===== src/rtl/active_area_meter_pkg.sv =====
package active_area_meter_pkg;

  typedef enum logic [1:0] {
    ST_IDLE = 2'd0,
    ST_ARM  = 2'd1,
    ST_RUN  = 2'd2
  } aa_state_t;

  localparam int NUM_CH = 3;

endpackage


===== src/rtl/aa_raster_pos.sv =====
module aa_raster_pos #(
  parameter int COORD_W = 11
) (
  input  logic               clk,
  input  logic               rst_n,
  input  logic               px_take,
  input  logic               hsync,
  input  logic               vsync,
  output logic               meas,
  output logic               vs_rise,
  output logic [COORD_W-1:0] col,
  output logic [COORD_W-1:0] row
);
  localparam logic [COORD_W-1:0] POS_MAX = '1;

  logic hs_q, vs_q, hs_rise;

  always_comb begin
    hs_rise = hsync & ~hs_q;
    vs_rise = vsync & ~vs_q;
    meas    = px_take & ~hs_rise & ~vs_rise;
  end

  always_ff @(posedge clk) begin
    if (!rst_n) begin
      hs_q <= 1'b0;
      vs_q <= 1'b0;
      col  <= '0;
      row  <= '0;
    end else begin
      hs_q <= hsync;
      vs_q <= vsync;
      if (vs_rise || hs_rise) begin
        col <= '0;
      end else if (meas && (col != POS_MAX)) begin
        col <= col + 1'b1;
      end
      if (vs_rise) begin
        row <= '0;
      end else if (hs_rise && (row != POS_MAX)) begin
        row <= row + 1'b1;
      end
    end
  end
endmodule


===== src/rtl/aa_edge_acc.sv =====
module aa_edge_acc
  import active_area_meter_pkg::*;
#(
  parameter int CH_W    = 8,
  parameter int COORD_W = 11
) (
  input  logic                         clk,
  input  logic                         rst_n,
  input  logic                         clr,
  input  logic                         meas_en,
  input  logic [NUM_CH-1:0][CH_W-1:0]  chan,
  input  logic [COORD_W-1:0]           col,
  input  logic [COORD_W-1:0]           row,
  input  logic [CH_W-1:0]              thr_lo,
  input  logic [CH_W-1:0]              thr_hi,
  input  logic                         enhanced,
  output logic [COORD_W-1:0]           left,
  output logic [COORD_W-1:0]           top,
  output logic [COORD_W-1:0]           right,
  output logic [COORD_W-1:0]           bottom
);
  localparam logic [COORD_W-1:0] POS_MAX = '1;

  logic [CH_W-1:0]   end_thr;
  logic [NUM_CH-1:0] over_lo, over_end;
  logic              start_hit, end_hit;

  assign end_thr = enhanced ? thr_hi : thr_lo;

  for (genvar i = 0; i < NUM_CH; i++) begin : g_cmp
    assign over_lo[i]  = chan[i] > thr_lo;
    assign over_end[i] = chan[i] > end_thr;
  end

  assign start_hit = meas_en & (|over_lo);
  assign end_hit   = meas_en & (|over_end);

  always_ff @(posedge clk) begin
    if (!rst_n || clr) begin
      left   <= POS_MAX;
      top    <= POS_MAX;
      right  <= '0;
      bottom <= '0;
    end else begin
      if (start_hit) begin
        if (col < left) left <= col;
        if (row < top)  top  <= row;
      end
      if (end_hit) begin
        if (col > right)  right  <= col;
        if (row > bottom) bottom <= row;
      end
    end
  end
endmodule


===== src/rtl/aa_phase_acc.sv =====
module aa_phase_acc #(
  parameter int CH_W    = 8,
  parameter int COORD_W = 11,
  parameter int PHASE_W = 30
) (
  input  logic               clk,
  input  logic               rst_n,
  input  logic               clr,
  input  logic               meas_en,
  input  logic [CH_W-1:0]    green,
  input  logic [COORD_W-1:0] col,
  input  logic [COORD_W-1:0] row,
  input  logic [COORD_W-1:0] win_x0,
  input  logic [COORD_W-1:0] win_x1,
  input  logic [COORD_W-1:0] win_y0,
  input  logic [COORD_W-1:0] win_y1,
  output logic [PHASE_W-1:0] acc
);
  localparam int SUM_W = PHASE_W + 1;
  localparam logic [SUM_W-1:0] SAT = {1'b0, {PHASE_W{1'b1}}};

  logic [CH_W-1:0]  g_prev, diff;
  logic             in_win;
  logic [SUM_W-1:0] sum;

  always_comb begin
    in_win = (row >= win_y0) && (row <= win_y1) &&
             (col > win_x0) && (col <= win_x1);
    diff   = (green >= g_prev) ? (green - g_prev) : (g_prev - green);
    sum    = {1'b0, acc} + SUM_W'(diff);
  end

  always_ff @(posedge clk) begin
    if (!rst_n) begin
      acc    <= '0;
      g_prev <= '0;
    end else if (clr) begin
      acc <= '0;
    end else if (meas_en) begin
      g_prev <= green;
      if (in_win) acc <= (sum > SAT) ? SAT[PHASE_W-1:0] : sum[PHASE_W-1:0];
    end
  end
endmodule


===== src/rtl/aa_seq_ctrl.sv =====
module aa_seq_ctrl
  import active_area_meter_pkg::*;
#(
  parameter int FRAME_W = 4
) (
  input  logic               clk,
  input  logic               rst_n,
  input  logic               start,
  input  logic               vs_rise,
  input  logic [FRAME_W-1:0] cfg_frames,
  output logic               clr,
  output logic               run,
  output logic               finish,
  output aa_state_t          state
);
  logic [FRAME_W-1:0] frames_q, cnt;
  logic [FRAME_W-1:0] frames_eff;

  assign frames_eff = (cfg_frames == '0) ? FRAME_W'(1) : cfg_frames;
  assign clr        = start;
  assign run        = (state == ST_RUN);
  assign finish     = run && vs_rise &&
                      (({1'b0, cnt} + 1'b1) == {1'b0, frames_q});

  always_ff @(posedge clk) begin
    if (!rst_n) begin
      state    <= ST_IDLE;
      frames_q <= FRAME_W'(1);
      cnt      <= '0;
    end else if (start) begin
      state    <= ST_ARM;
      frames_q <= frames_eff;
      cnt      <= '0;
    end else begin
      case (state)
        ST_ARM: if (vs_rise) begin
          state <= ST_RUN;
          cnt   <= '0;
        end
        ST_RUN: if (vs_rise) begin
          if (finish) state <= ST_IDLE;
          else        cnt   <= cnt + 1'b1;
        end
        default: state <= ST_IDLE;
      endcase
    end
  end
endmodule


===== src/rtl/active_area_meter.sv =====
module active_area_meter
  import active_area_meter_pkg::*;
#(
  parameter int CH_W    = 8,
  parameter int COORD_W = 11,
  parameter int PHASE_W = 30,
  parameter int FRAME_W = 4
) (
  input  logic               clk,
  input  logic               rst_n,
  input  logic               start,
  input  logic               cfg_enhanced,
  input  logic [CH_W-1:0]    cfg_thr_lo,
  input  logic [CH_W-1:0]    cfg_thr_hi,
  input  logic [FRAME_W-1:0] cfg_frames,
  input  logic [COORD_W-1:0] cfg_win_x0,
  input  logic [COORD_W-1:0] cfg_win_x1,
  input  logic [COORD_W-1:0] cfg_win_y0,
  input  logic [COORD_W-1:0] cfg_win_y1,
  input  logic               px_valid,
  output logic               px_ready,
  input  logic [CH_W-1:0]    px_r,
  input  logic [CH_W-1:0]    px_g,
  input  logic [CH_W-1:0]    px_b,
  input  logic               hsync,
  input  logic               vsync,
  output logic [COORD_W-1:0] res_left,
  output logic [COORD_W-1:0] res_top,
  output logic [COORD_W-1:0] res_right,
  output logic [COORD_W-1:0] res_bottom,
  output logic [PHASE_W-1:0] res_phase,
  output logic               done
);
  logic                        px_take, meas, vs_rise, meas_en;
  logic [COORD_W-1:0]          col, row;
  logic                        clr, run, finish;
  aa_state_t                   seq_state;
  logic [NUM_CH-1:0][CH_W-1:0] chan;
  logic [COORD_W-1:0]          acc_left, acc_top, acc_right, acc_bottom;
  logic [PHASE_W-1:0]          phase_acc_w;

  assign px_take = px_valid & px_ready;
  assign chan    = {px_b, px_g, px_r};
  assign meas_en = meas & run;

  aa_raster_pos #(.COORD_W(COORD_W)) u_pos (
    .clk     (clk),
    .rst_n   (rst_n),
    .px_take (px_take),
    .hsync   (hsync),
    .vsync   (vsync),
    .meas    (meas),
    .vs_rise (vs_rise),
    .col     (col),
    .row     (row)
  );

  aa_seq_ctrl #(.FRAME_W(FRAME_W)) u_ctrl (
    .clk        (clk),
    .rst_n      (rst_n),
    .start      (start),
    .vs_rise    (vs_rise),
    .cfg_frames (cfg_frames),
    .clr        (clr),
    .run        (run),
    .finish     (finish),
    .state      (seq_state)
  );

  aa_edge_acc #(.CH_W(CH_W), .COORD_W(COORD_W)) u_edge (
    .clk      (clk),
    .rst_n    (rst_n),
    .clr      (clr),
    .meas_en  (meas_en),
    .chan     (chan),
    .col      (col),
    .row      (row),
    .thr_lo   (cfg_thr_lo),
    .thr_hi   (cfg_thr_hi),
    .enhanced (cfg_enhanced),
    .left     (acc_left),
    .top      (acc_top),
    .right    (acc_right),
    .bottom   (acc_bottom)
  );

  aa_phase_acc #(.CH_W(CH_W), .COORD_W(COORD_W), .PHASE_W(PHASE_W)) u_phase (
    .clk     (clk),
    .rst_n   (rst_n),
    .clr     (clr),
    .meas_en (meas_en),
    .green   (px_g),
    .col     (col),
    .row     (row),
    .win_x0  (cfg_win_x0),
    .win_x1  (cfg_win_x1),
    .win_y0  (cfg_win_y0),
    .win_y1  (cfg_win_y1),
    .acc     (phase_acc_w)
  );

  always_ff @(posedge clk) begin
    if (!rst_n) begin
      px_ready   <= 1'b0;
      done       <= 1'b0;
      res_left   <= '0;
      res_top    <= '0;
      res_right  <= '0;
      res_bottom <= '0;
      res_phase  <= '0;
    end else begin
      px_ready <= 1'b1;
      done     <= finish;
      if (finish) begin
        res_left   <= acc_left;
        res_top    <= acc_top;
        res_right  <= acc_right;
        res_bottom <= acc_bottom;
        res_phase  <= phase_acc_w;
      end
    end
  end
endmodule


===== config.mk =====
export PLATFORM = sky130hd
export DESIGN_NAME = active_area_meter
export DESIGN_NICKNAME = d
export VERILOG_FILES = /design/src/rtl/active_area_meter_pkg.sv /design/src/rtl/aa_raster_pos.sv /design/src/rtl/aa_edge_acc.sv /design/src/rtl/aa_phase_acc.sv /design/src/rtl/aa_seq_ctrl.sv /design/src/rtl/active_area_meter.sv
export SDC_FILE = /design/constraint.sdc
export NUM_CORES = 1
export LEC_CHECK = 0
export ABC_AREA = 1
export BUFFER_PORTS_ARGS = -buffer_cell sky130_fd_sc_hd__buf_4
export CAP_MARGIN = 20
export CORE_UTILIZATION = 45
export DETAILED_ROUTE_END_ITERATION = 8
export PLACE_DENSITY = 0.67
export SYNTH_ARGS = -nofsm -noshare
export SYNTH_HDL_FRONTEND = slang
export SYNTH_SLANG_ARGS = --single-unit

===== constraint.sdc =====
create_clock -name clk -period 4.3 [get_ports clk]
set_input_delay 1.29 -clock clk [delete_from_list [all_inputs] [get_ports clk]]
set_output_delay 1.29 -clock clk [all_outputs]
set_load 0.005 [all_outputs]

==> results of run 1 <==
==> power breakdown <==
group / total (mW) / switching (mW) / internal, mW
logic: 0.507 / 0.284 / 0.223
clock network: 1.67 / 0.783 / 0.891
registers: 1.80 / 0.0100 / 1.79
total: 3.98 / 1.08 / 2.90
==> cells by family after synthesis <==
group / count (synthesis) / synth area share (%)
AND/OR/NAND/NOR: 799 / 26.2
buffers and inverters: 392 / 11.9
AO/OA/AOI/OAI: 336 / 13.9
flip-flops: 192 / 29.4
adder cells (fa/ha/maj): 163 / 15.8
XOR/XNOR: 41 / 2.74
multiplexers: 1 / 0.0861
==> synthesized netlist by cell type, types with 2 or more instances <==
cell      count
nand2_1     421
inv_1       332
nor2_1      199
dfxtp_1     192
a21oi_1     169
ha_1        160
o21ai_0     110
nand3_1      72
nand4_1      57
clkbuf_1     32
xor2_1       32
o21bai_1     29
buf_2        13
nor3_1       13
o21a_1       11
buf_6        10
nand3b_1      9
xnor2_1       9
a21o_1        7
nand2_2       6
nor3_2        4
and2_1        3
fa_1          3
nand3_2       3
or2_2         3
a21boi_0      2
buf_1         2
inv_2         2
nor2_2        2
nor2_4        2
o211ai_1      2
==> cell type report <==
| type | count | area share, % |
|---|---|---|
| well taps | 384 | 3.07 |
| clock inverters | 15 | 1.28 |
| inverters | 335 | 8.03 |
| multi-input cells | 1340 | 49.3 |
| repair buffers | 228 | 11.0 |
| flip-flops and latches | 192 | 24.6 |
| clock buffers | 17 | 2.72 |
| diodes | 1 | 0.0160 |
==> sequential cells by signal (all words and copies together), names as in the netlist, 2 cells and up <==
name and cells:
u_ctrl.frames_q 4, u_pos.col 11, u_edge.right 11, u_pos.row 11
u_phase.acc 30, u_edge.top 11, u_phase.g_prev 8, res_left 11
res_top 11, res_right 11, u_edge.bottom 11, res_phase 30
u_edge.left 11, u_ctrl.state 2, u_ctrl.cnt 4, res_bottom 11
==> routing by layer <==
layer  track usage [%]  wire length [um]
met2              38.4             15500
met1              29.2             15500
met5                 0                 0
met3              4.18              1450
met4              5.58               548
==> through the flow <==
stage / TNS (ns) / area [um^2] / util [%] / instances
2_1_floorplan: 0 / 13100 / - / 1924
3_3_place_gp: -0.882 / 15000 / 52.4 / 2479
3_5_place_dp: -3.49 / 15000 / 52.4 / 2479
4_1_cts: 0 / 15600 / 54.6 / 2511
5_1_grt: -0.00304 / 15600 / 54.7 / 2511
6_report: 0 / 15700 / 54.7 / 2512
==> final timing paths <==
path,start,to,cells past startpoint
min reg2reg,res_phase[17]$_SDFFE_PN0P_,res_phase[17]$_SDFFE_PN0P_,2
max reg2reg,u_phase.g_prev[1]$_SDFFE_PN0P_,u_phase.acc[13]$_SDFFE_PP0P_,20
min,res_phase[17]$_SDFFE_PN0P_,res_phase[17]$_SDFFE_PN0P_,2
max,px_g[0],u_phase.acc[13]$_SDFFE_PP0P_,23
==> critical path, stage by stage <==
cell	delay (ns)
buf_4	0.11
inv_1	0.07
ha_1	0.17
inv_1	0.06
fa_1	0.39
inv_1	0.09
o21ai_0	0.11
nand2_1	0.10
nand3_2	0.11
inv_2	0.10
nand2_1	0.05
o21ai_0	0.10
xor2_1	0.18
ha_1	0.25
or2_2	0.30
nand3b_1	0.10
nand2_1	0.07
nand2_1	0.08
nand2_2	0.07
nand4_2	0.13
nand2_8	0.14
nor2_1	0.15
nor2_1	0.06
==> what timing repair did <==
item | in CTS | in global routing
resized for setup | 0 | 9
setup endpoints to repair | 0 | 26
hold buffers | 0 | 0
==> impl_metrics.csv, run 1 <==
group,metric,value,unit
final_layout,seqCellArea,3840,um^2
clocking,h-tree-depth,4,
global_route,grt_antenna_before_repair,0,
timing,max_freq,254,MHz
timing,finClkSkew,0.0166,ns
drt,first_pass_iters,5,
timing,holdWs,0.445,ns
place,dp_slack,-0.213,ns
floorplanning,die_x,173,um
drt,vias,12500,
floorplanning,initial_core_util,45.7,%
yosys,synth_cell_type_count,44,
final_layout,area_delta_synth_final,19.6,%
status,run_status,"finished, final reports clean",
yosys,synth.avg_cell_area,6.80,um^2
drt,drtIter0Drc,640,
yosys,synth_largest_area_cell,"dfxtp_1",
setup_path,end_kind,"flop",
setup_path,crit_type,"in2reg",
global_route,grt_max_degree,90,
yosys,synth_area_leaders,"dfxtp_1 29%, ha_1 15%, nand2_1 12%, inv_1 9.5%, a21oi_1 6.5%",
final_layout,layout.nets,2372,
final_layout,final_common_cell,"nand2_1",
setup_path,start_kind,"input pin",
global_route,grt_overflow,0,
clocking,cts_root_buf,"clkbuf_16",
yosys,yosysWarnings,0,
place,gp_congestion,0.903,
timing,slew_violations,0,
yosys,synth_top_area_share,29.4,%
yosys,ys.flop_type,"dfxtp_1",
drt,wl_per_cell,13.1,um
hold_path,hold_class,"reg2reg",
clocking,path_clk_slew,0.08,ns
timing,min_period,3.94,ns
timing,setup_ws,0.357,ns
timing,hold_viol_final,0,
setup_path,cp.required,4.63,ns
drt,avgViaCountPerCell,4.98,
timing,fin_crit_sh,91.7,%
pwr,power,3.98,mW
timing,setup_viol,0,
yosys,syn_inst,1924,
place,hpwl,24900,um
global_route,grt_pass1_vias,12000,
yosys,seq_area_frac_synth,29.4,%
final_layout,n_fill_cell,2844,
floorplanning,rows,62,
floorplanning,core-area,28600,um^2
pwr,power_density,254,nW/um^2
yosys,syn_area,13100,um^2
yosys,synth-edff-count,0,
clocking,postCtsSetupBuffers,0,
drt,wl,33000,um
clocking,insertion_delay,0.44,ns
setup_path,cp_max_fo,25,
timing,worst_pin_slew,0.794,ns
floorplanning,die_height,173,um
clocking,cts_buffer_depth,2,
flow_run,maxCapViolCount,0,
drt,drtAntennaViolNets,0,
drt,remaining_drc_errors,0,
final_layout,drive_above_1_share,13.8,%
global_route,grt_pass1_wl,56400,um
setup_path,arrival,4.27,ns
yosys,postSynth.asyncResetShare,0,%
floorplanning,die-area,29800,um^2
final_layout,most-common-layout-cells,"419 x nand2_1, 331 x inv_1, 227 x buf_4",
setup_path,reg2reg_slack,1.06,ns
clocking,tritoncts,"done",
place,io_buffers,170,
pwr,p_leak,8.13,nW
clocking,cts_sinks,192,
yosys,synth-seq-cells,192,
yosys,syn-num-nets,2182,
final_layout,multi_input_area,7720,um^2
timing,maxSlewHeadroom,47.1,%
global_route,grtUsageTotal,22.5,%
pwr,vdd_drop_max,0.274,mV
clocking,numCtsBuffers,17,
floorplanning,io_pins,171,
Power figures use the tool's default switching activity.
==> run 2, diff against run 1 <==
- PLACE_DENSITY: 0.67 -> unset
- PLACE_DENSITY_LB_ADDON: unset -> 0.25
==> impl_metrics.csv, run 2 (synthesis gave the netlist of run 1 again) <==
group,metric,value,unit
setup_path,reg2reg_slack,1.03,ns
setup_path,cp_slowest_cell,"fa_1",
setup_path,cp.required,4.63,ns
final_layout,n_fill_cell,2857,
clocking,numCtsBuffers,17,
global_route,grtUsageTotal,22.7,%
timing,min_period,3.97,ns
setup_path,r2r-start,"u_phase.g_prev[0]$_SDFFE_PN0P_",
global_route,grt_overflow,0,
place,io_buffers,170,
setup_path,arrival,4.30,ns
global_route,grt_pass1_vias,11900,
drt,remaining_drc_errors,0,
floorplanning,die_height,173,um
hold_path,worstHoldEndpoint,"res_bottom[1]$_SDFFE_PN0P_",
floorplanning,io_pins,171,
timing,hold_viol_final,0,
drt,first_pass_iters,5,
drt,drtAntennaViolNets,0,
timing,fin_crit_sh,92.3,%
timing,holdWs,0.446,ns
pwr,p_leak,8.09,nW
place,hpwl,25200,um
floorplanning,initial_core_util,45.7,%
final_layout,num_antenna_cells,0,
setup_path,slowest_delay,0.38,ns
clocking,cts_sinks,192,
timing,maxSlewHeadroom,45.3,%
timing,worst_pin_slew,0.821,ns
timing,slew_violations,0,
clocking,cts_buffer_depth,2,
drt,wl,33500,um
drt,drtIter0Drc,633,
global_route,grt_max_degree,90,
final_layout,final_common_cell,"nand2_1",
floorplanning,rows,62,
hold_path,holdCritStartpoint,"res_bottom[1]$_SDFFE_PN0P_",
floorplanning,die_x,173,um
setup_path,end_kind,"flop",
clocking,h-tree-depth,4,
clocking,path_clk_slew,0.08,ns
clocking,insertion_delay,0.44,ns
setup_path,cp_max_fo,25,
clocking,tritoncts,"done",
timing,fin_setup_tns,0,ns
timing,setup_viol,0,
pwr,vdd_drop_max,0.246,mV
setup_path,crit_type,"in2reg",
final_layout,utilization,54.4,%
floorplanning,die-area,29800,um^2
final_layout,most-common-layout-cells,"418 x nand2_1, 331 x inv_1, 223 x buf_4",
final_layout,finalNonFillerCells,2505,
setup_path,ff2ff_path_depth,21,
final_layout,drive_above_1_share,13.5,%
setup_path,r2r_end,"u_phase.acc[15]$_SDFFE_PP0P_",
hold_path,min_path_cells,2,
setup_path,path_common_cell,"nand2_1",
drt,wl_per_cell,13.4,um
global_route,grt_pass1_wl,56300,um
clocking,cts_root_buf,"clkbuf_16",
setup_path,start_kind,"input pin",
setup_path,crit_chain,"buf_4, inv_1, ha_1, inv_1, fa_1, inv_1, o21ai_0, nand2_1, nand3_2, inv_2, nand2_1, o21ai_0, xor2_1, ha_1, or2_2, nand3b_1, nand2_1, nand2_1, nand2_2, nand4_2, nand2_4, nor2_1, nor2_1",
drt,avgViaCountPerCell,4.97,
flow_run,maxCapViolCount,0,
pwr,power_density,257,nW/um^2
place,dp_cells,2474,
floorplanning,core-area,28600,um^2
drt,vias,12500,
status,run_status,"finished, final reports clean",
final_layout,layout.nets,2367,
timing,max_freq,252,MHz
hold_path,hold_class,"reg2reg",
final_layout,area_delta_synth_final,19.1,%
timing,finClkSkew,0.0159,ns
final_layout,top_regs,"res_phase (30), u_phase.acc (30)",
place,gp_congestion,0.890,
global_route,grt_antenna_before_repair,0,
timing,rsz0062_at_grt,"false",
[run 2: final cells by class]
class	instances	area [um^2]	share of cell area, %
clock buffer	17	425	2.73
sequential	192	3840	24.7
clock inverter	14	193	1.24
timing repair buffer	223	1670	10.7
inverter	335	1260	8.07
tap	384	480	3.08
multi-input combinational	1340	7700	49.5
[run 2: where the power goes]
part | internal [mW] | total, mW | switching [mW]
registers | 1.79 | 1.80 | 0.00975
clock network | 0.892 | 1.69 | 0.799
logic | 0.223 | 0.514 | 0.291
total | 2.90 | 4.00 | 1.10
[run 2: stage by stage]
step / cell area [um^2] / power [mW] / setup slack, ns
2_1_floorplan: 13100 / 2.14 / 0.137
3_3_place_gp: 14900 / 2.34 / -0.100
3_5_place_dp: 14900 / 2.35 / -0.194
4_1_cts: 15600 / 4.04 / 0.189
5_1_grt: 15600 / 4.19 / 0.00577
6_report: 15600 / 4.00 / 0.331
[run 2: metal layers]
layer | vias up | GRT usage, % | routed length, um
li1 | 6536 | - | -
met1 | 5604 | 28.9 | 15400
met2 | 279 | 39.2 | 15800
met3 | 34 | 4.62 | 1870
met4 | 0 | 5.32 | 461
met5 | - | 0 | 0
[run 2: worst max-delay path: cells and delay by family]
family	cells	cell delay, ns
compound gates	2	0.22
fa+ha+maj	3	0.81
xor+xnor	1	0.19
buf+inv	5	0.43
simple gates	12	1.37
[run 2: how the worst max path moves through the flow]
| stage | cells past startpoint | endpoint | startpoint | slack, ns |
|---|---|---|---|---|
| after floorplan | 23 | u_phase.acc[20]$_SDFFE_PP0P_ | px_g[0] | 0.14 |
| after global placement | 23 | u_phase.acc[11]$_SDFFE_PP0P_ | px_g[0] | -0.1 |
| after detailed placement | 22 | u_phase.acc[11]$_SDFFE_PP0P_ | px_g[0] | -0.19 |
| after CTS | 23 | u_phase.acc[15]$_SDFFE_PP0P_ | px_g[0] | 0.19 |
| after global routing | 23 | u_phase.acc[11]$_SDFFE_PP0P_ | px_g[0] | 0.006 |
| final | 23 | u_phase.acc[15]$_SDFFE_PP0P_ | px_g[0] | 0.33 |
[run 2: what timing repair did]
item / 4_1_cts / 5_1_grt
gates resized for setup: 0 / 7
setup buffers: 0 / 0
endpoints found under the setup margin: 0 / 20
hold buffers: 0 / 0
==> run 3, diff against run 2 <==
- PLACE_DENSITY: unset -> 0.65
- PLACE_DENSITY_LB_ADDON: 0.25 -> unset
==> impl_metrics.csv, run 3 (synthesis gave the netlist of run 1 again) <==
group,metric,value,unit
final_layout,area_delta_synth_final,19.2,%
global_route,grtUsageTotal,22.8,%
hold_path,hold_class,"reg2reg",
timing,slew_violations,0,
clocking,cts_root_buf,"clkbuf_16",
clocking,postCtsSetupBuffers,0,
timing,rsz0062_at_grt,"false",
setup_path,end_kind,"flop",
hold_path,holdCritStartpoint,"res_phase[28]$_SDFFE_PN0P_",
setup_path,reg2reg_slack,1.05,ns
clocking,h-tree-depth,4,
setup_path,slowest_delay,0.37,ns
status,run_status,"finished, final reports clean",
clocking,numCtsBuffers,17,
final_layout,top_regs,"res_phase (30), u_phase.acc (30)",
floorplanning,die-area,29800,um^2
floorplanning,io_pins,171,
final_layout,utilization,54.5,%
pwr,p_leak,8.11,nW
pwr,power,3.93,mW
setup_path,path_buf_inv,5,
setup_path,cp.required,4.63,ns
global_route,grt_overflow,0,
setup_path,r2r_end,"u_phase.acc[6]$_SDFFE_PP0P_",
hold_path,worstHoldEndpoint,"res_phase[28]$_SDFFE_PN0P_",
timing,finClkSkew,0.0167,ns
global_route,grt_max_degree,90,
setup_path,crit_family,"simple AND/OR/NAND/NOR gates",
place,gp_congestion,0.878,
drt,wl_per_cell,13.3,um
timing,hold_viol_final,0,
setup_path,arrival,4.28,ns
setup_path,crit_chain,"buf_4, inv_1, ha_1, inv_1, fa_1, inv_1, o21ai_0, nand2_1, nand3_2, inv_1, nand2_1, o21ai_0, xor2_1, ha_1, or2_2, nand3b_1, nand2_1, nand2_1, nand2_2, nand4_2, nand2_4, nor2_1, nor2_1",
setup_path,cp_slowest_cell,"fa_1",
timing,worst_pin_slew,0.814,ns
timing,max_freq,254,MHz
timing,setup_viol,0,
drt,drtIter0Drc,640,
setup_path,ff2ff_path_depth,21,
final_layout,most-common-layout-cells,"420 x nand2_1, 332 x inv_1, 225 x buf_4",
global_route,grt_pass1_wl,56500,um
timing,maxSlewHeadroom,45.7,%
clocking,path_clk_slew,0.08,ns
place,hpwl,25200,um
drt,drtAntennaViolNets,0,
final_layout,layout.nets,2370,
global_route,grt_antenna_before_repair,3,
setup_path,r2r-start,"u_phase.g_prev[0]$_SDFFE_PN0P_",
floorplanning,die_height,173,um
floorplanning,core-area,28600,um^2
floorplanning,rows,62,
timing,fin_crit_sh,91.7,%
final_layout,n_fill_cell,2864,
setup_path,crit_type,"in2reg",
drt,wl,33400,um
place,io_buffers,170,
setup_path,start_kind,"input pin",
floorplanning,die_x,173,um
global_route,grt_pass1_vias,12100,
final_layout,num_antenna_cells,0,
floorplanning,initial_core_util,45.7,%
pwr,vdd_drop_max,0.246,mV
clocking,cts_buffer_depth,2,
flow_run,maxCapViolCount,0,
final_layout,final_common_cell,"nand2_1",
drt,remaining_drc_errors,0,
clocking,insertion_delay,0.44,ns
drt,avgViaCountPerCell,4.96,
timing,min_period,3.94,ns
drt,first_pass_iters,5,
setup_path,cp_max_fo,25,
drt,vias,12500,
clocking,tritoncts,"done",
pwr,power_density,252,nW/um^2
hold_path,min_path_cells,2,
final_layout,drive_above_1_share,13.6,%
clocking,cts_sinks,192,
[run 3: cell count changes in the layout (fill, tap and decap cells not counted), moves of 2 or more]
cell	before	now
buf_4	223	225
nand2_1	418	420
inv_8	6	4
clkinv_4	0	2
clkinv_8	2	5
nand2_2	9	7
bufinv_16	2	0
[run 3: worst max-delay path by stage]
stage             from                      endpoint  slack, ns  cells past startpoint
2_1_floorplan  px_g[0]  u_phase.acc[20]$_SDFFE_PP0P_       0.14                     23
3_3_place_gp   px_g[0]  u_phase.acc[11]$_SDFFE_PP0P_      -0.04                     23
3_5_place_dp   px_g[0]  u_phase.acc[27]$_SDFFE_PP0P_      -0.14                     24
4_1_cts        px_g[0]  u_phase.acc[27]$_SDFFE_PP0P_       0.32                     24
5_1_grt        px_g[0]  u_phase.acc[27]$_SDFFE_PP0P_       0.04                     25
6_report       px_g[0]   u_phase.acc[6]$_SDFFE_PP0P_       0.36                     23
[run 3: worst min-delay path: stages, from the launching register on]
cell and delay, ns:
dfxtp_1 0.31, inv_1 0.04, a21oi_1 0.05
[run 3: what timing repair did]
item | CTS | global route
gates resized for setup | 0 | 3
endpoints found under the setup margin | 0 | 5
hold buffers | 0 | 0
[run 3: layout make-up]
type                            count  area, um^2  share of cell area, %
Multi-Input combinational cell   1340        7700                   49.4
Sequential cell                   192        3840                   24.6
Timing Repair Buffer              226        1710                   11.0
Inverter                          335        1260                   8.06
Tap cell                          384         480                   3.08
Clock buffer                       17         425                   2.73
Clock inverter                     15         185                   1.19
[run 3: where the power goes]
| group | internal, mW | switching [mW] | total [mW] |
|---|---|---|---|
| Combinational | 0.223 | 0.288 | 0.511 |
| Clock | 0.795 | 0.831 | 1.63 |
| Sequential | 1.79 | 0.00972 | 1.80 |
[run 3: through the flow]
| stage | cells | worst slack, ns | hold slack (ns) | area, um^2 | TNS, ns |
|---|---|---|---|---|---|
| 6_report | 2509 | 0.355 | 0.445 | 15600 | 0 |
| 5_1_grt | 2509 | 0.0368 | 0.469 | 15600 | 0 |
| 4_1_cts | 2509 | 0.323 | 0.448 | 15600 | 0 |
| 3_5_place_dp | 2477 | -0.143 | 0.437 | 15000 | -2.53 |
| 3_3_place_gp | 2477 | -0.0426 | 0.435 | 15000 | -0.235 |
| 2_1_floorplan | 1924 | 0.137 | 0.433 | 13100 | 0 |
[run 3: layer usage]
| metal | track usage (%) | vias to the layer above | part of all wire [%] |
|---|---|---|---|
| li1 | - | 6537 | - |
| met1 | 29.1 | 5597 | 47 |
| met2 | 38.4 | 268 | 46 |
| met3 | 4.33 | 49 | 5.0 |
| met4 | 7.81 | 6 | 2.2 |
| met5 | 0 | - | 0.12 |
